**src/rtl/irq_trig_pkg.sv**
```systemverilog
package irq_trig_pkg;

    typedef enum logic [0:0] {
        ARB_IDLE  = 1'b0,
        ARB_OFFER = 1'b1
    } arb_state_e;

endpackage

```
**src/rtl/irq_pin_slice.sv**
```systemverilog
module irq_pin_slice (
    input  logic clk,
    input  logic rst_n,
    input  logic line_i,
    input  logic mask_i,
    input  logic level_i,
    input  logic eoi_hit_i,
    input  logic wr_hit_i,
    input  logic grant_i,
    output logic pend_o,
    output logic rirr_o
);

    logic line_q;
    logic pend_q;
    logic rirr_q;
    logic rise;
    logic fire_edge;
    logic fire_lvl;
    logic fire_eoi;
    logic fire_wr;
    logic fire;

    // Edges are taken against the registered copy; level checks use the live line
    assign rise      = line_i & ~line_q;
    assign fire_edge = ~mask_i & rise & ~level_i;
    assign fire_lvl  = ~mask_i & rise &  level_i & ~rirr_q;
    assign fire_eoi  = eoi_hit_i & level_i & ~mask_i & line_i;
    assign fire_wr   = wr_hit_i  & level_i & ~mask_i & ~rirr_q & line_i;
    assign fire      = fire_edge | fire_lvl | fire_eoi | fire_wr;

    always_ff @(posedge clk or negedge rst_n) begin
        if (!rst_n) begin
            line_q <= 1'b0;
            pend_q <= 1'b0;
            rirr_q <= 1'b0;
        end else begin
            line_q <= line_i;
            // a new event outranks the grant clearing the flag
            pend_q <= fire | (pend_q & ~grant_i);
            rirr_q <= (rirr_q & ~eoi_hit_i) | fire_lvl | fire_eoi | fire_wr;
        end
    end

    assign pend_o = pend_q;
    assign rirr_o = rirr_q;

endmodule

```
**src/rtl/irq_eoi_match.sv**
```systemverilog
module irq_eoi_match #(
    parameter int NPINS = 8,
    parameter int VW    = 8
) (
    input  logic [NPINS*VW-1:0] vec_i,
    input  logic                eoi_valid_i,
    input  logic [VW-1:0]       eoi_vec_i,
    output logic [NPINS-1:0]    hit_o
);

    localparam logic [NPINS-1:0] ONE = {{(NPINS-1){1'b0}}, 1'b1};

    logic [NPINS-1:0] match;

    for (genvar g = 0; g < NPINS; g++) begin : g_cmp
        assign match[g] = eoi_valid_i && (vec_i[g*VW +: VW] == eoi_vec_i);
    end

    // isolate the lowest set bit: lowest-numbered matching entry wins
    assign hit_o = match & (~match + ONE);

endmodule

```
**src/rtl/irq_grant_fsm.sv**
```systemverilog
module irq_grant_fsm
    import irq_trig_pkg::*;
#(
    parameter int NPINS = 8,
    localparam int PW   = $clog2(NPINS)
) (
    input  logic             clk,
    input  logic             rst_n,
    input  logic [NPINS-1:0] pend_i,
    input  logic             ready_i,
    output logic             valid_o,
    output logic [PW-1:0]    pin_o,
    output logic [NPINS-1:0] grant_o
);

    arb_state_e       state_q, state_d;
    logic [PW-1:0]    pin_q, pin_d;
    logic [NPINS-1:0] remaining;
    logic [PW-1:0]    low;
    logic             any;
    logic             take;

    assign take = (state_q == ARB_OFFER) && ready_i;

    for (genvar g = 0; g < NPINS; g++) begin : g_grant
        assign grant_o[g] = take && (pin_q == PW'(g));
    end

    assign remaining = pend_i & ~grant_o;
    assign any       = |remaining;

    always_comb begin
        low = '0;
        for (int i = NPINS - 1; i >= 0; i--) begin
            if (remaining[i]) low = PW'(i);
        end
    end

    always_ff @(posedge clk or negedge rst_n) begin
        if (!rst_n) begin
            state_q <= ARB_IDLE;
            pin_q   <= '0;
        end else begin
            state_q <= state_d;
            pin_q   <= pin_d;
        end
    end

    always_comb begin
        state_d = state_q;
        pin_d   = pin_q;
        unique case (state_q)
            ARB_IDLE: begin
                if (any) begin            // load
                    state_d = ARB_OFFER;
                    pin_d   = low;
                end
            end
            ARB_OFFER: begin
                if (ready_i) begin
                    if (any) pin_d = low; // advance
                    else state_d = ARB_IDLE; // drain
                end                       // else hold
            end
            default: state_d = ARB_IDLE;
        endcase
    end

    always_comb begin
        unique case (state_q)
            ARB_OFFER: valid_o = 1'b1;
            default:   valid_o = 1'b0;
        endcase
        pin_o = pin_q;
    end

endmodule

```
**src/rtl/irq_trigger_ctl.sv**
```systemverilog
module irq_trigger_ctl #(
    parameter int NPINS = 8,
    parameter int VW    = 8,
    localparam int PW   = $clog2(NPINS)
) (
    input  logic                clk,
    input  logic                rst_n,
    input  logic [NPINS-1:0]    line_i,
    input  logic [NPINS-1:0]    mask_i,
    input  logic [NPINS-1:0]    level_i,
    input  logic [NPINS*VW-1:0] vec_i,
    input  logic                eoi_valid_i,
    input  logic [VW-1:0]       eoi_vec_i,
    input  logic                lo_wr_i,
    input  logic [PW-1:0]       lo_wr_idx_i,
    output logic                req_valid_o,
    output logic [PW-1:0]       req_pin_o,
    input  logic                req_ready_i,
    output logic [NPINS-1:0]    rirr_o
);

    logic [NPINS-1:0] eoi_hit;
    logic [NPINS-1:0] wr_hit;
    logic [NPINS-1:0] pend_q;
    logic [NPINS-1:0] grant;

    irq_eoi_match #(.NPINS(NPINS), .VW(VW)) u_match (
        .vec_i       (vec_i),
        .eoi_valid_i (eoi_valid_i),
        .eoi_vec_i   (eoi_vec_i),
        .hit_o       (eoi_hit)
    );

    for (genvar g = 0; g < NPINS; g++) begin : g_pin
        assign wr_hit[g] = lo_wr_i && (lo_wr_idx_i == PW'(g));

        irq_pin_slice u_slice (
            .clk       (clk),
            .rst_n     (rst_n),
            .line_i    (line_i[g]),
            .mask_i    (mask_i[g]),
            .level_i   (level_i[g]),
            .eoi_hit_i (eoi_hit[g]),
            .wr_hit_i  (wr_hit[g]),
            .grant_i   (grant[g]),
            .pend_o    (pend_q[g]),
            .rirr_o    (rirr_o[g])
        );
    end

    irq_grant_fsm #(.NPINS(NPINS)) u_arb (
        .clk     (clk),
        .rst_n   (rst_n),
        .pend_i  (pend_q),
        .ready_i (req_ready_i),
        .valid_o (req_valid_o),
        .pin_o   (req_pin_o),
        .grant_o (grant)
    );

endmodule

```
**config.mk**
```make
export PLATFORM = sky130hd
export DESIGN_NAME = irq_trigger_ctl
export DESIGN_NICKNAME = d
export VERILOG_FILES = /design/src/rtl/irq_trig_pkg.sv /design/src/rtl/irq_pin_slice.sv /design/src/rtl/irq_eoi_match.sv /design/src/rtl/irq_grant_fsm.sv /design/src/rtl/irq_trigger_ctl.sv
export SDC_FILE = /design/constraint.sdc
export NUM_CORES = 1
export LEC_CHECK = 0
export BUFFER_PORTS_ARGS = -buffer_cell sky130_fd_sc_hd__buf_2
export CAP_MARGIN = 20
export CELL_PAD_IN_SITES_DETAIL_PLACEMENT = 1
export CELL_PAD_IN_SITES_GLOBAL_PLACEMENT = 2
export CORE_UTILIZATION = 28
export DETAILED_ROUTE_END_ITERATION = 8
export PLACE_DENSITY = 0.87
export SYNTH_ARGS = -nofsm -noshare
export SYNTH_HDL_FRONTEND = slang
export SYNTH_HIERARCHICAL = 1
export SYNTH_SLANG_ARGS = --single-unit
```
**constraint.sdc**
```tcl
create_clock -name clk -period 1.9 [get_ports clk]
set_input_delay 0.19 -clock clk [delete_from_list [all_inputs] [get_ports clk]]
set_output_delay 0.19 -clock clk [all_outputs]
set_load 0.01 [all_outputs]
```
### After elaboration in Yosys (flattened, before gate mapping)

Index checks and enable logic that the tools add are counted.

* reductions and logical operators: 28
* muxes and demuxes: 15
* bitwise gates (word level): 221
* $add $sub $neg: 1
* equality and inequality tests: 23

Operators by type and width (number)
* bitwise AND 1 bit: 112
* equality test 8 bit: 8
* bitwise OR 1 bit: 56
* NOT 1 bit: 49
* 2-to-1 mux 3 bit: 10
* logical AND 1 bit: 25
* equality test 3 bit (second input constant): 8
* bitwise AND 8 bit: 2
* NOT 8 bit: 2
* equality test 3 x 2 -> 1 bit (second input constant): 4
* adder 8 x 1 -> 8 bit (second input constant): 1
* OR reduction 8 bit: 1
* equality test 3 x 1 -> 1 bit (second input constant): 2
* zero test 3 bit: 2
* one-hot mux 3 bit (2 select lines): 1
* 2-to-1 mux 1 bit: 3
* inequality test 2 bit (second input constant): 1
* one-hot mux 1 bit (2 select lines): 1

* logic and storage cells: 314
* input bits: 104
* bits in registers: 28

### Depth between registers and ports, before layout

* depth in word-level cells: 15
* mapped depth: 8

### Cells and area by module

Netlist, hierarchy kept.

Modules (own cells, without submodules)
* irq_pin_slice: cells each 14, area each 151.4 um^2, times used 8
* irq_eoi_match: cells each 111, area each 867.1 um^2, times used 1
* irq_grant_fsm: cells each 58, area each 509.2 um^2, times used 1
* irq_trigger_ctl: cells each 8, area each 96.3 um^2, times used 1

### Worst setup path before layout

No wires, ideal clock.

* path type: input -> register
* from: in eoi_vec_i[5]
* to: reg g_pin[7].u_slice.rirr_q
* arrival time: 1.609 ns
* path slack: 0.167 ns
* library setup time: 0.125 ns
* buffers on the path: 1
* stages: 8
* path through: buf_2 xnor2_1 nand3_1 nor3_2 and4bb_1 and4b_1 o211ai_2 o21ai_1

* cells in the longest elaborated chain, start to end: 10
* elaborated cells on any way between the ends: 27

Ends and longest elaborated chain
* from (decl): line irq_trigger_ctl.sv:13 `input logic [VW-1:0] eoi_vec_i,`
* equality test 8 bit: line irq_eoi_match.sv:16 `assign match[g] = eoi_valid_i && (vec_i[g*VW +: VW] == eoi_vec_i);`
* logical AND 1 bit: line irq_eoi_match.sv:16
* NOT 8 bit: line irq_eoi_match.sv:20 `assign hit_o = match & (~match + ONE);`
* adder 8 x 1 -> 8 bit: line irq_eoi_match.sv:20
* bitwise AND 8 bit *: line irq_eoi_match.sv:20
* via eoi_hit[7]: line irq_trigger_ctl.sv:22 `logic [NPINS-1:0] eoi_hit;`
* bitwise AND 1 bit / NOT 1 bit (equally long branches): line irq_pin_slice.sv:28, irq_pin_slice.sv:41
* bitwise AND 1 bit, on equally long branches: line irq_pin_slice.sv:28, irq_pin_slice.sv:41
* bitwise AND 1 bit / bitwise OR 1 bit (equally long branches): line irq_pin_slice.sv:28, irq_pin_slice.sv:41
* bitwise OR 1 bit * (2 in a row): line irq_pin_slice.sv:41 `rirr_q <= (rirr_q & ~eoi_hit_i) | fire_lvl | fire_eoi | fire_wr;`
* to (signal assigned): line irq_pin_slice.sv:41
* to (decl): line irq_pin_slice.sv:16 `logic rirr_q;`

Mark *: on every way through the listed nets, which the timed path passes. The rest lies on a longest branch.
A chain may end at the register's enable or synchronous reset.

### Worst setup path after layout

* from: reg u_arb.pin_q[0] (netlist: u_arb/pin_o[0])
* to: reg u_arb.pin_q[0] (netlist: u_arb/pin_o[0])

* cells in the longest elaborated chain, start to end: 15
* elaborated cells on any way between the ends: 30

Ends and longest elaborated chain
* from (decl): line irq_grant_fsm.sv:17 `logic [PW-1:0] pin_q, pin_d;`
* from (signal assigned): line irq_grant_fsm.sv:45 `pin_q <= pin_d;`
* equality test 3 bit: line irq_grant_fsm.sv:26 `assign grant_o[g] = take && (pin_q == PW'(g));`
* logical AND 1 bit: line irq_grant_fsm.sv:26
* NOT 8 bit: line irq_grant_fsm.sv:29 `assign remaining = pend_i & ~grant_o;`
* bitwise AND 8 bit: line irq_grant_fsm.sv:29
* 2-to-1 mux 3 bit (8 in a row): line irq_grant_fsm.sv:35 `if (remaining[i]) low = PW'(i);`
* 2-to-1 mux 3 bit *: line irq_grant_fsm.sv:54, irq_grant_fsm.sv:61
* 2-to-1 mux 3 bit: line irq_grant_fsm.sv:60 `if (ready_i) begin`
* one-hot mux 3 bit (2 select lines) *: line irq_grant_fsm.sv:52 `unique case (state_q)`

Every way passes the cells marked *; elsewhere a longest branch is shown, timed or not. The select of a mux whose other input is x is not followed.

==> metrics <==
status=finished clean; mean area per synthesized cell=9.29 um^2; sequential cell area fraction in the yosys report=between 20% and 30%; core area=just over 0.009 mm^2; Largest delay share family, worst path=compound AO/OA/AOI/OAI gates; Die Y=99.9 um; CTS root buf=clkbuf_8; Yosys cell types=between 50 and 60; post-synthesis register bit count=28; initial core utilization=28.9%; Slowest-stage cell, CP=dfrtp_1; WP depth=5; reg2reg end=u_arb/pin_o[0]; Num Clock Sinks=28; Pre-antenna DRT Iters=4; peak per-stage delay on the critical path=around 520 ps; post-route ant nets=0; total nets after synthesis=393; placed cell area=0.00344 mm^2; Max Cap Violations=0; Leak=between 1.5 and 2 nW; post-DP HPWL=approximately 7100 um; post_cts resized=0; starting DRC count in detailed routing=46; clock-pin transition on the worst setup and hold timing paths=about 110 ps; GP Congestion=~0.80; Layout Skew=6.89 ps; Achievable Freq=557 MHz; Synth warnings=6; Clock Path Buffers=2; synth top area cells=dfrtp_1 (26%), xnor2_1 (14%), xor2_1 (6.2%), nand2b_4 (4.1%), nor2b_4 (4.1%); Crit Path Category=flop to flop; layout net count=517; RSZ-0062 raised after global routing=no; worst slew pin tran=between 600 and 700 ps; routing usage on met1=about 20%; top-area cell type share of the netlist area=26.1%; Yosys top cell by area=dfrtp_1; Final Max Tran Viols=0; ant diodes=0; number of port buffers=~120; vias in the first global route=between 2000 and 3000; CTS tree=done; first-pass GRT wire length=between 10000 and 15000 um; # H-tree levels=1; share of cells above drive strength 1=around 44%; Post-synth EDFFs=0; Via-to-Cell Ratio=between 4 and 5; worst r2r src=u_arb/pin_o[0]; io pins=roughly 120; total CTS buffers=3; largest net degree at the start of global routing=29; commonest non-fill, non-tap cell in the layout=buf_2; finished layout cell area=~0.0035 mm^2; initial antenna violation count=0; worst hold path type=input pin to flop; P&R area growth vs syn=30.4%; final setup fails=0; R2R depth=5; Die X=99.9 um; period utilization=between 90% and 100%; final period demand of the worst path=approximately 1800 ps; grt met2 use=32.3%; Critical Path Fanout Max=6; Hold WS=between 15 and 20 ps; setup slack, reg-to-reg=around 110 ps; site row count=35; DRC Markers=0; endpoints failing hold=0; Setup Buffers After CTS=0; Worst Setup EP=u_arb/pin_o[0]; GR Layer Usage met3=3.62%; highest-count cells in the layout ignoring fill and taps=buf_2 (115), xnor2_1 (44), dfrtp_1 (28), inv_1 (27), xor2_1 (19); crit-path cells=mux2_4 > o32ai_4 > o31ai_2 > or2_0 > a32o_1; routed len/inst=~15 um; Top FF cell, synth=dfrtp_1; CP Buf/Inv Count=0; Die ar.=approximately 0.010 mm^2; Skew-Pair Late Insertion Delay=280 ps; Crit. End Element=flop; All-Layer GR Usage=17.1%; final WL=8150 um; synthesized area=roughly 0.0027 mm^2; Required @ worst endpoint=~2100 ps; Startpoint Class=flop; aggregate global routing overflow=0; GRT busiest layer=met2; pwr/cell area=a little over 700 mW/mm^2; layout filler cell count=1161; Async SR Flop Fraction=between 90% and 100%; vias after detailed routing=2500; relative slew slack=55.2%; Worst Path Arrival=around 2000 ps; Worst Setup SP=u_arb/pin_o[0]; maximum vdd drop=around 0.36 mV; Cells after Synth=slightly below 300
-- timing repair --
item | CTS | global route
hold endpoints to repair | 28 | 0
endpoints found under the setup margin | 0 | 0
hold buffers | 1 | 0
-- stage by stage --
stage                     power [W]  setup TNS [ps]  util, %  worst slack, ps  std cells
after detailed placement    0.00210           -17.5     37.0            -10.0        536
final                       0.00247               0     37.7              106        541
after floorplan             0.00170               0        -              167        289
after CTS                   0.00251               0     37.7              111        541
after global routing        0.00265               0     37.7             40.4        541
after global placement      0.00206           -1.38     37.0            -1.38        536
-- layout make-up --
type                            instances  area, um^2  share of cell area (%)
Clock buffer                            4        55.1                    1.57
Inverter                               27         101                    2.89
Multi-Input combinational cell        225        1810                    51.6
Sequential cell                        28         701                    20.0
Tap cell                              129         161                    4.61
Timing Repair Buffer                  128         676                    19.3
-- power breakdown --
part,switching [W],internal [W],total [W]
sequential,0.000206,0.000726,0.000933
combinational,0.000560,0.000590,0.00115
clock,0.000203,0.000186,0.000389
-- logic make-up (layout without fill, tap and decap cells) --
group | after synthesis | after routing | synth area share (%)
xor gates and xnor gates | 64 | 64 | 21.2
AOI/OAI and AO/OA | 58 | 58 | 16.3
and+or+nand+nor | 99 | 99 | 27.9
DFF | 28 | 28 | 26.1
muxes | 4 | 4 | 1.91
buffers and inverters | 36 | 159 | 6.57
-- metal layers --
| layer | vias to the layer above | wire length, um |
|---|---|---|
| li1 | 1244 | - |
| met1 | 1159 | 3270 |
| met2 | 93 | 4290 |
| met3 | 4 | 536 |
| met4 | 0 | 63 |
| met5 | - | 0 |
-- flip-flops by register name (all words and copies together) (netlist names) --
| signal | cells |
|---|---|
| g_pin.u_slice/rirr_o | 8 |
| u_arb/pin_o | 3 |
| g_pin.u_slice/line_q | 8 |
| u_arb/state_q | 1 |
| g_pin.u_slice/pend_o | 8 |
-- synth_stat cells, types with 2 or more instances --
master	number
a21oi_1	14
and3_2	2
and4b_2	3
and4bb_2	3
buf_2	3
buf_4	2
buf_6	4
dfrtp_1	28
inv_1	27
mux2_4	2
nand2_1	13
nand2b_1	3
nand2b_4	8
nand3_1	5
nand4_1	8
nor2_1	14
nor2b_1	2
nor2b_4	8
nor3_1	7
nor3_2	3
nor4_1	4
o211ai_2	8
o21a_1	2
o21ai_1	17
o22ai_1	9
o32ai_4	2
or2b_1	2
xnor2_1	44
xor2_1	19
-- how the worst min path moves through the flow --
stage | endpoint | cells after the start | slack, ps | start
3_3_place_gp | g_pin[4].u_slice/line_q | 1 | 270 | rst_n
5_1_grt | g_pin[1].u_slice/line_q | 1 | 5 | line_i[1]
6_report | g_pin[1].u_slice/line_q | 1 | 20 | line_i[1]
4_1_cts | g_pin[1].u_slice/line_q | 1 | 10 | line_i[1]
2_1_floorplan | g_pin[0].u_slice/line_q | 0 | -110 | rst_n
3_5_place_dp | g_pin[4].u_slice/pend_o | 1 | 280 | rst_n
-- worst register-to-register path: stages, from the launching register on --
cell and delay, ps:
dfrtp_1 520, mux2_4 350, o32ai_4 240, o31ai_2 160
or2_0 220, a32o_1 220
Power figures use the tool's default switching activity.
